<file path="config.mk">
export PLATFORM = sky130hd
export DESIGN_NAME = ofs_route_sel
export DESIGN_NICKNAME = d
export VERILOG_FILES = /design/src/rtl/ors_pkg.sv /design/src/rtl/ors_offset_mask.sv /design/src/rtl/ors_low_pick.sv /design/src/rtl/ors_queue_min.sv /design/src/rtl/ofs_route_sel.sv
export SDC_FILE = /design/constraint.sdc
export NUM_CORES = 1
export LEC_CHECK = 0
export ABC_AREA = 1
export BUFFER_PORTS_ARGS = -buffer_cell sky130_fd_sc_hd__buf_2
export CORE_ASPECT_RATIO = 0.9
export CORE_MARGIN = 2
export CORE_UTILIZATION = 45
export DETAILED_ROUTE_END_ITERATION = 16
export PLACE_DENSITY = 0.9
export SLEW_MARGIN = 0
export SYNTH_ARGS = -nofsm -noshare
export SYNTH_HDL_FRONTEND = slang
export SYNTH_SLANG_ARGS = --single-unit
</file>
<file path="constraint.sdc">
create_clock -name clk -period 1.25 [get_ports clk]
set_input_delay 0.125 -clock clk [delete_from_list [all_inputs] [get_ports clk]]
set_output_delay 0.125 -clock clk [all_outputs]
set_load 0.05 [all_outputs]
</file>
<file path="src/rtl/ors_pkg.sv">
package ors_pkg;
   typedef enum logic [1:0] {
      PC_UP   = 2'd0,
      PC_DOWN = 2'd1,
      PC_SIDE = 2'd2
   } port_cls_e;
endpackage

</file>
<file path="src/rtl/ors_offset_mask.sv">
module ors_offset_mask #(
   parameter int NDIM = 3,
   parameter int CW   = 4
) (
   input  logic [NDIM*CW-1:0] own_coord,
   input  logic [NDIM*CW-1:0] dst_coord,
   input  logic [NDIM-1:0]    carry_mask,
   output logic [NDIM-1:0]    work_mask
);
   logic [NDIM-1:0] differs;

   for (genvar k = 0; k < NDIM; k++) begin : g_dim
      assign differs[k] = own_coord[k*CW +: CW] != dst_coord[k*CW +: CW];
   end

   assign work_mask = differs & carry_mask;
endmodule

</file>
<file path="src/rtl/ors_low_pick.sv">
module ors_low_pick #(
   parameter int N  = 3,
   parameter int IW = 2
) (
   input  logic [N-1:0]  vec,
   output logic          found,
   output logic [IW-1:0] idx
);
   always_comb begin
      idx = '0;
      for (int i = N - 1; i >= 0; i--) begin
         if (vec[i]) idx = IW'(i);
      end
   end

   assign found = |vec;
endmodule

</file>
<file path="src/rtl/ors_queue_min.sv">
module ors_queue_min #(
   parameter int NDIM = 3,
   parameter int QW   = 8,
   parameter int DW   = 2
) (
   input  logic [NDIM-1:0]    cand,
   input  logic [NDIM*QW-1:0] q_side,
   input  logic [QW-1:0]      q_vert,
   output logic               pick_side,
   output logic [DW-1:0]      pick_dim
);
   logic [QW-1:0] best_q;
   logic          have;

   always_comb begin
      best_q   = '1;
      have     = 1'b0;
      pick_dim = '0;
      for (int k = 0; k < NDIM; k++) begin
         if (cand[k] && (!have || q_side[k*QW +: QW] < best_q)) begin
            best_q   = q_side[k*QW +: QW];
            have     = 1'b1;
            pick_dim = DW'(k);
         end
      end
      pick_side = have && !(q_vert < best_q);
   end
endmodule

</file>
<file path="src/rtl/ofs_route_sel.sv">
module ofs_route_sel #(
   parameter int NDIM = 3,
   parameter int CW   = 4,
   parameter int NLVL = 3,
   parameter int QW   = 8,
   localparam int DW  = (NDIM > 1) ? $clog2(NDIM) : 1,
   localparam int LW  = $clog2(NLVL + 1)
) (
   input  logic                 clk,
   input  logic                 rst_n,
   input  logic                 req_valid,
   output logic                 req_ready,
   input  logic [NDIM*CW-1:0]   dst_coord,
   input  logic [NDIM-1:0]      carry_mask,
   input  logic [NDIM*CW-1:0]   own_coord,
   input  logic [LW-1:0]        own_level,
   input  logic [LW-1:0]        lcl,
   input  logic [NDIM-1:0]      side_idle,
   input  logic [QW-1:0]        q_up,
   input  logic [QW-1:0]        q_down,
   input  logic [NDIM*QW-1:0]   q_side,
   output logic                 rsp_valid,
   input  logic                 rsp_ready,
   output logic [1:0]           rsp_class,
   output logic [DW-1:0]        rsp_dim,
   output logic [NDIM-1:0]      rsp_mask
);
   import ors_pkg::*;

   if (NDIM < 1) begin : g_bad_ndim
      $error("NDIM must be at least 1");
   end
   if (CW < 1) begin : g_bad_cw
      $error("CW must be at least 1");
   end
   if (NLVL < 1) begin : g_bad_nlvl
      $error("NLVL must be at least 1");
   end
   if (QW < 1) begin : g_bad_qw
      $error("QW must be at least 1");
   end

   logic [NDIM-1:0] work;
   logic [NDIM-1:0] idle_work;
   logic            idle_found;
   logic [DW-1:0]   idle_dim;
   logic            ord_found;
   logic [DW-1:0]   ord_dim;
   logic            q_pick_side;
   logic [DW-1:0]   q_pick_dim;
   logic            below_lcl;
   logic [QW-1:0]   q_vert;

   port_cls_e       nxt_cls;
   logic [DW-1:0]   nxt_dim;
   logic [NDIM-1:0] nxt_mask;

   ors_offset_mask #(.NDIM(NDIM), .CW(CW)) u_offset (
      .own_coord (own_coord),
      .dst_coord (dst_coord),
      .carry_mask(carry_mask),
      .work_mask (work)
   );

   assign idle_work = work & side_idle;

   ors_low_pick #(.N(NDIM), .IW(DW)) u_idle_pick (
      .vec  (idle_work),
      .found(idle_found),
      .idx  (idle_dim)
   );

   ors_low_pick #(.N(NDIM), .IW(DW)) u_order_pick (
      .vec  (work),
      .found(ord_found),
      .idx  (ord_dim)
   );

   assign below_lcl = own_level < lcl;
   assign q_vert    = below_lcl ? q_up : q_down;

   ors_queue_min #(.NDIM(NDIM), .QW(QW), .DW(DW)) u_qmin (
      .cand     (work),
      .q_side   (q_side),
      .q_vert   (q_vert),
      .pick_side(q_pick_side),
      .pick_dim (q_pick_dim)
   );

   always_comb begin
      nxt_dim = '0;
      if (!ord_found) begin
         nxt_cls = below_lcl ? PC_UP : PC_DOWN;
      end else if (idle_found) begin
         nxt_cls = PC_SIDE;
         nxt_dim = idle_dim;
      end else if (below_lcl || own_level != LW'(1)) begin
         if (q_pick_side) begin
            nxt_cls = PC_SIDE;
            nxt_dim = q_pick_dim;
         end else begin
            nxt_cls = below_lcl ? PC_UP : PC_DOWN;
         end
      end else begin
         nxt_cls = PC_SIDE;
         nxt_dim = ord_dim;
      end
      if (nxt_cls == PC_SIDE) nxt_mask = work & ~(NDIM'(1) << nxt_dim);
      else                    nxt_mask = work;
   end

   assign req_ready = !rsp_valid || rsp_ready;

   always_ff @(posedge clk or negedge rst_n) begin
      if (!rst_n) begin
         rsp_valid <= 1'b0;
         rsp_class <= 2'd0;
         rsp_dim   <= '0;
         rsp_mask  <= '0;
      end else if (req_valid && req_ready) begin
         rsp_valid <= 1'b1;
         rsp_class <= nxt_cls;
         rsp_dim   <= nxt_dim;
         rsp_mask  <= nxt_mask;
      end else if (rsp_ready) begin
         rsp_valid <= 1'b0;
      end
   end
endmodule

</file>
After elaboration in Yosys (flattened, before gate mapping)
Cells that the tools add are included.

Logic and storage cells: 60. Register bits after elaboration: 8. Bits of input ports: 78.

Mux-type cells: 27. Bitwise gates (word level): 4. Magnitude comparators: 4. Eq/ne operators: 5. Shifts and indexed selects: 1. Reductions and logical operators: 15.

Operators by type and width (count): $mux 8 (4); $mux 2 (15); $lt 8x8->1 (3); $ne 4x4->1 (3); $and 3x3->3 (3); $mux 1 (7); $reduce_or 3->1 (2); $logic_and 1x1->1 (4); $logic_not 1->1 (4); $logic_or 1x1->1 (4); $mux 3 (1); $not 3->3 (1); $shl 1x2->3 const A (1); $eq 2x2->1 const B (1); $lt 2x2->1 (1); $ne 2x1->1 const B (1); $reduce_bool 2->1 (1).

Longest topological paths before layout
Depth in word-level cells: 22. Gate-level depth with buffers: 42.

Cells and area by module
Synthesis repeated with hierarchy kept, for this count alone.

Cells, all modules: 322. Area, all modules: 1721.7 sq um.

Modules (own cells, without submodules): ors_queue_min (cells an instance 137, area each 783.3 sq um, sequential area each 0.0 sq um, times used 1); ofs_route_sel (cells an instance 99, area each 601.8 sq um, sequential area each 200.2 sq um, times used 1); ors_offset_mask (cells an instance 72, area each 274.0 sq um, sequential area each 0.0 sq um, times used 1); ors_low_pick (cells an instance 7, area each 31.3 sq um, sequential area each 0.0 sq um, times used 2).

Worst setup path before layout
OpenSTA, ideal clock, no wires.

Kind: input to register. Start point: in dst_coord[1]. End point: reg rsp_mask[0]. Stages on the path: 37. Data arrival time: 4.500 ns. Path buffers: 1. Setup time: 0.118 ns. Data required time: 1.132 ns. Slack: -3.367 ns. Path through: inv_1 nand2_1 nand2_1 nor2_2 nand2_4 nand2_1 nor2_1 ha_1 nand2_1 o21ai_0 nor2_4 nand2_2 nand2_4 inv_1 nand2_1 o21ai_0 ha_1 a21oi_1 nor2_1 a2111oi_0 nand2_2 nand2_2 inv_1 buf_1 nand2_1 o21ai_1 ha_1 a21oi_1 nor2_1 a211oi_1 nand2_2 nand3_2 nand2_2 a21oi_4 nand2_1 nand2_1 nand2_1.

Longest elaborated chain between the ends: 22. Elaborated cells between the ends (all ways): 39. Those cells by class: 3 x order compare; 2 x eq/ne; 1 x shift; 19 x mux; 4 x bitwise; 10 x reduce/logical.

RTL lines: start: declaration (RTL line ofs_route_sel.sv:13) `input logic [NDIM*CW-1:0] dst_coord,`; $ne 4x4->1 (*) (RTL line ors_offset_mask.sv:13) `assign differs[k] = own_coord[k*CW +: CW] != dst_coord[k*CW +: CW];`; $and 3x3->3 (*) (RTL line ors_offset_mask.sv:16) `assign work_mask = differs & carry_mask;`; $mux 8 / $mux 1 (equally long branches) (RTL line ors_queue_min.sv:20) `if (cand[k] && (!have || q_side[k*QW +: QW] < best_q)) begin`; $lt 8x8->1 / $logic_not 1->1 (equally long branches) (RTL line ors_queue_min.sv:20); $logic_or 1x1->1 (RTL line ors_queue_min.sv:20); $logic_and 1x1->1 (RTL line ors_queue_min.sv:20); $mux 8 / $mux 1 (equally long branches) (RTL line ors_queue_min.sv:20); $lt 8x8->1 / $logic_not 1->1 (equally long branches) (RTL line ors_queue_min.sv:20); [6 not listed]; $mux 2 (RTL line ofs_route_sel.sv:98) `if (q_pick_side) begin`; $mux 2 (RTL line ofs_route_sel.sv:97) `end else if (below_lcl || own_level != LW'(1)) begin`; $mux 2 (RTL line ofs_route_sel.sv:94) `end else if (idle_found) begin`; $mux 2 (RTL line ofs_route_sel.sv:92) `if (!ord_found) begin`; $shl 1x2->3 (RTL line ofs_route_sel.sv:108) `if (nxt_cls == PC_SIDE) nxt_mask = work & ~(NDIM'(1) << nxt_dim);`; $not 3->3 (RTL line ofs_route_sel.sv:108); $and 3x3->3 (RTL line ofs_route_sel.sv:108); $mux 3 (*) (RTL line ofs_route_sel.sv:108); end signal: assignment (RTL line ofs_route_sel.sv:124) `rsp_mask <= nxt_mask;`; end: declaration (RTL line ofs_route_sel.sv:26) `output logic [NDIM-1:0] rsp_mask`.

Every way passes the cells marked *; elsewhere a longest branch is shown, timed or not. A chain may end at the register's enable or synchronous reset.

Worst setup path in the final report
Start point: in own_coord[3]. End point: reg rsp_mask[0].

Longest elaborated chain between the ends: 22. Elaborated cells between the ends (all ways): 39. Those cells by class: 3 x order compare; 2 x eq/ne; 1 x shift; 19 x mux; 4 x bitwise; 10 x reduce/logical.

RTL lines: start: declaration (RTL line ofs_route_sel.sv:15) `input logic [NDIM*CW-1:0] own_coord,`; $ne 4x4->1 (*) (RTL line ors_offset_mask.sv:13); $and 3x3->3 (*) (RTL line ors_offset_mask.sv:16); $mux 8 / $mux 1 (equally long branches) (RTL line ors_queue_min.sv:20); $lt 8x8->1 / $logic_not 1->1 (equally long branches) (RTL line ors_queue_min.sv:20); $logic_or 1x1->1 (RTL line ors_queue_min.sv:20); $logic_and 1x1->1 (RTL line ors_queue_min.sv:20); $mux 8 / $mux 1 (equally long branches) (RTL line ors_queue_min.sv:20); $lt 8x8->1 / $logic_not 1->1 (equally long branches) (RTL line ors_queue_min.sv:20); [6 not listed]; $mux 2 (RTL line ofs_route_sel.sv:98); $mux 2 (RTL line ofs_route_sel.sv:97); $mux 2 (RTL line ofs_route_sel.sv:94); $mux 2 (RTL line ofs_route_sel.sv:92); $shl 1x2->3 (RTL line ofs_route_sel.sv:108); $not 3->3 (RTL line ofs_route_sel.sv:108); $and 3x3->3 (RTL line ofs_route_sel.sv:108); $mux 3 (*) (RTL line ofs_route_sel.sv:108).

Marks and branches as above.

==> results.md <==
- Syn nets: 362
- WL per Instance: ~19 µm
- Gpl congestion: 0.818
- Die W: 66.3 µm
- Avg Inst Size Synth: between 5 and 6 µm²
- IO Port Bufs: between 80 and 90
- # IOs: a little under 90
- H-tree lvl count: 1
- Post-synthesis cell type with the largest combined area: nand2_1
- Synth top cells by count: 103 x nand2_1, 34 x inv_1, 20 x ha_1, 14 x nor2_1
- Starting DRT DRC Count: 214
- Cell count of the worst hold path: 4
- CP most frequent cell: nand2_1
- Core footprint: around 3400 µm²
- Critical Path Source Type: primary input
- First-pass GRT wire length: 9580 µm
- Hold endpoint: rsp_valid$_DFFE_PN0P_
- Pin count of the biggest net entering global routing: 11
- Root Driver: clkbuf_8
- Final min period: 4.35 ns
- Failing checks: setup timing
- Top cell type's share of synthesized area: 24.6%
- Ant. Diodes: 0
- DIE HEIGHT: about 60 µm
- Worst skew pair latency: 0.25 ns
- # setup viols final: 7
- Worst EP arrival: around 4.5 ns
- Pre-antenna DRT Iters: 13
- Global Route Usage Sum: 31.5%
- CTS Buffer Depth: 2
- Min-delay src: rsp_ready
- Filler Cells Inserted: between 100 and 150
- Register clock-pin slew on the reported worst setup and hold paths: ~0.050 ns
- Synth Flop Type: dfrtp_1
- CP Buf/Inv Count: 6
- Syn Inst Count: 264
- Fin worst setup slack: -3.10 ns
- Count leader, synth: nand2_1
- Cell variety after synth: 34
- Post-synthesis sequential area ratio: 12.7%
- Reg-to-Reg End: rsp_mask[0]$_DFFE_PN0P_
- Layout net count: 514
- FF+latch area: 201 µm²
- Worst path required time: around 1.4 ns
- GRT overflow: 0
- Initial antenna violation count: 0
- Area growth, synth to finish: 98.9%
- Setup CP Type: primary input to register
- Final hold violations: 0
- Status: finished, violations left
- Pre-CTS setup slack: -3.04 ns
- R2r worst-path depth: 6
- Cts bufs inserted: 3
- Multi-input gate area: 1630 µm²
- Pwr dens: slightly below 900 nW/µm²
- Die Area: 3980 µm²
- Worst path max stage delay: about 0.27 ns
- Async S/R FF share, synth: 100%
- CTS Sinks: 8
- Starting Density: 46.8%
- Worst r2r src: rsp_valid$_DFFE_PN0P_
- Vias per cell: 5.74
- Routed WL: 8530 µm
- Fraction of layout cells with a size suffix above 1: 61.0%
- Hold crit path type: primary input to register
- Dominant cells by area after synthesis: nand2_1 25%, ha_1 16%, dfrtp_1 13%
- Fmax: 230 MHz
- Crit path capture type: register
- # DRC: 0
- Vias: roughly 2.6k
- YS warnings: 0
- Max-cap violations: 0
- Final Max Tran Viols: 0
- Fin crit share: 348%
- CTS tree: done
- Slowest stage cell on the critical path: ha_4
- Netlist Area Pre-Place: 1570 µm²
- Max transition margin: roughly 76%
- HPWL Detailed: 4070 µm
- Post-route ant nets: 0
- Num rows: 20
- Clk_skew: between 0.002 and 0.0025 ns
- Number of flops mapped to enable cells by yosys: 0
- Pleak: approximately 1.7 nW
- TNS Setup: -21.06 ns
- Crit-path leading delay family: simple AND/OR/NAND/NOR gates
- Peak VDD IR: 573 µV
- Critical path fanouts, max: 7
- Vias in the first global route: 2,327
- Flop-to-flop setup slack: 0.14 ns
- FF+latch count, synth: 8
- RSZ-0062 raised after global routing: yes
- Worst slew pin tran: 0.360 ns
==> power breakdown <==
group	switching (mW)	total [mW]	internal (mW)
Combinational	1.15	2.01	0.861
Clock	0.149	0.374	0.225
Sequential	0.0326	0.339	0.306
==> worst register-to-register path: cells and delay by family, from the launching register on <==
kind	cells	cell delay, ns
AND/OR/NAND/NOR	5	0.45
buffers and inverters	1	0.19
flip-flops	1	0.40
==> layout make-up <==
| type | count | area share (%) |
|---|---|---|
| Clock buffer | 4 | 1.44 |
| Inverter | 37 | 6.09 |
| Multi-Input combinational cell | 215 | 52.0 |
| Sequential cell | 8 | 6.45 |
| Tap cell | 44 | 1.76 |
| Timing Repair Buffer | 150 | 31.9 |
| Timing Repair inverter | 1 | 0.280 |
==> what timing repair did <==
action | 4_1_cts | 5_1_grt
gates cloned | 1 | 0
setup buffers | 12 | 8
setup endpoints to repair | 7 | 7
resized for setup | 48 | 61
hold buffers | 1 | 0
hold endpoints to repair | 8 | 0
pin swaps | 19 | 38
==> cells by family (layout without fill, tap and decap cells) <==
family	after synthesis	after routing	synth area share, %
DFF	8	8	12.7
AOI/OAI and AO/OA	37	37	13.4
and+or+nand+nor	151	151	42.4
adders and majority gates	20	20	15.9
xor gates and xnor gates	7	7	3.90
buffers and inverters	41	192	11.6
==> registers in the layout, indices dropped and copies added (netlist names) <==
signal / flops
rsp_mask: 3
rsp_class: 2
rsp_dim: 2
rsp_valid: 1
==> layer usage <==
| metal | share of wire, % | GRT usage (%) | routed length (µm) | up-vias |
|---|---|---|---|---|
| li1 | - | - | - | 1142 |
| met1 | 37 | 34.1 | 3130 | 1193 |
| met2 | 48 | 57.4 | 4080 | 216 |
| met3 | 8.4 | 6.97 | 720 | 82 |
| met4 | 7.0 | 16.6 | 601 | 0 |
| met5 | 0 | 0 | 0 | - |
==> worst max-delay path by stage <==
stage	startpoint	to	slack, ns	depth (start not counted)
2_1_floorplan	dst_coord[0]	rsp_mask[0]$_DFFE_PN0P_	-2.62	37
4_1_cts	own_coord[2]	rsp_mask[0]$_DFFE_PN0P_	-2.75	38
3_5_place_dp	own_coord[3]	rsp_mask[0]$_DFFE_PN0P_	-3.04	36
3_3_place_gp	dst_coord[0]	rsp_mask[0]$_DFFE_PN0P_	-2.84	36
5_1_grt	dst_coord[0]	rsp_mask[0]$_DFFE_PN0P_	-3.23	41
6_report	own_coord[3]	rsp_mask[0]$_DFFE_PN0P_	-3.10	38
==> cell usage in the layout, fill, tap and decap left out, types with 2 or more instances in the layout <==
cell      Yosys  final
a21oi_2       1      5
inv_2         2      6
xnor2_1       6      6
inv_1        34     23
buf_8         1      4
nand2_1     103     76
nand2_4       2     12
buf_6         0      9
nand3_1      12      9
o21ai_4       0      5
a21oi_1      12      6
nor2_2        3      5
buf_4         1     58
nand2_2       6     22
ha_1         20     10
nor3_1        2      2
clkbuf_8      0      3
inv_4         0      2
nand3_2       2      5
inv_6         0      2
dfrtp_1       8      7
nand4_1       2      2
ha_4          0      8
a21oi_4       1      3
o21ai_1      10      6
o21ai_2       0      7
inv_8         0      3
nor2_1       14      7
buf_2         0     78
nor2_4        1      6
ha_2          0      2
==> per-stage QoR <==
stage          cells  utilization (%)  area, µm²  total power, mW  hold WS (ns)
2_1_floorplan    264                -       1720             1.18        -0.171
3_3_place_gp     433             74.3       2490             1.60       -0.0293
3_5_place_dp     433             74.3       2490             1.65       -0.0287
4_1_cts          451             83.2       2790             2.19         0.154
5_1_grt          459             93.1       3120             2.82         0.148
6_report         459             93.1       3120             2.72         0.144
Power figures use the tool's default switching activity.
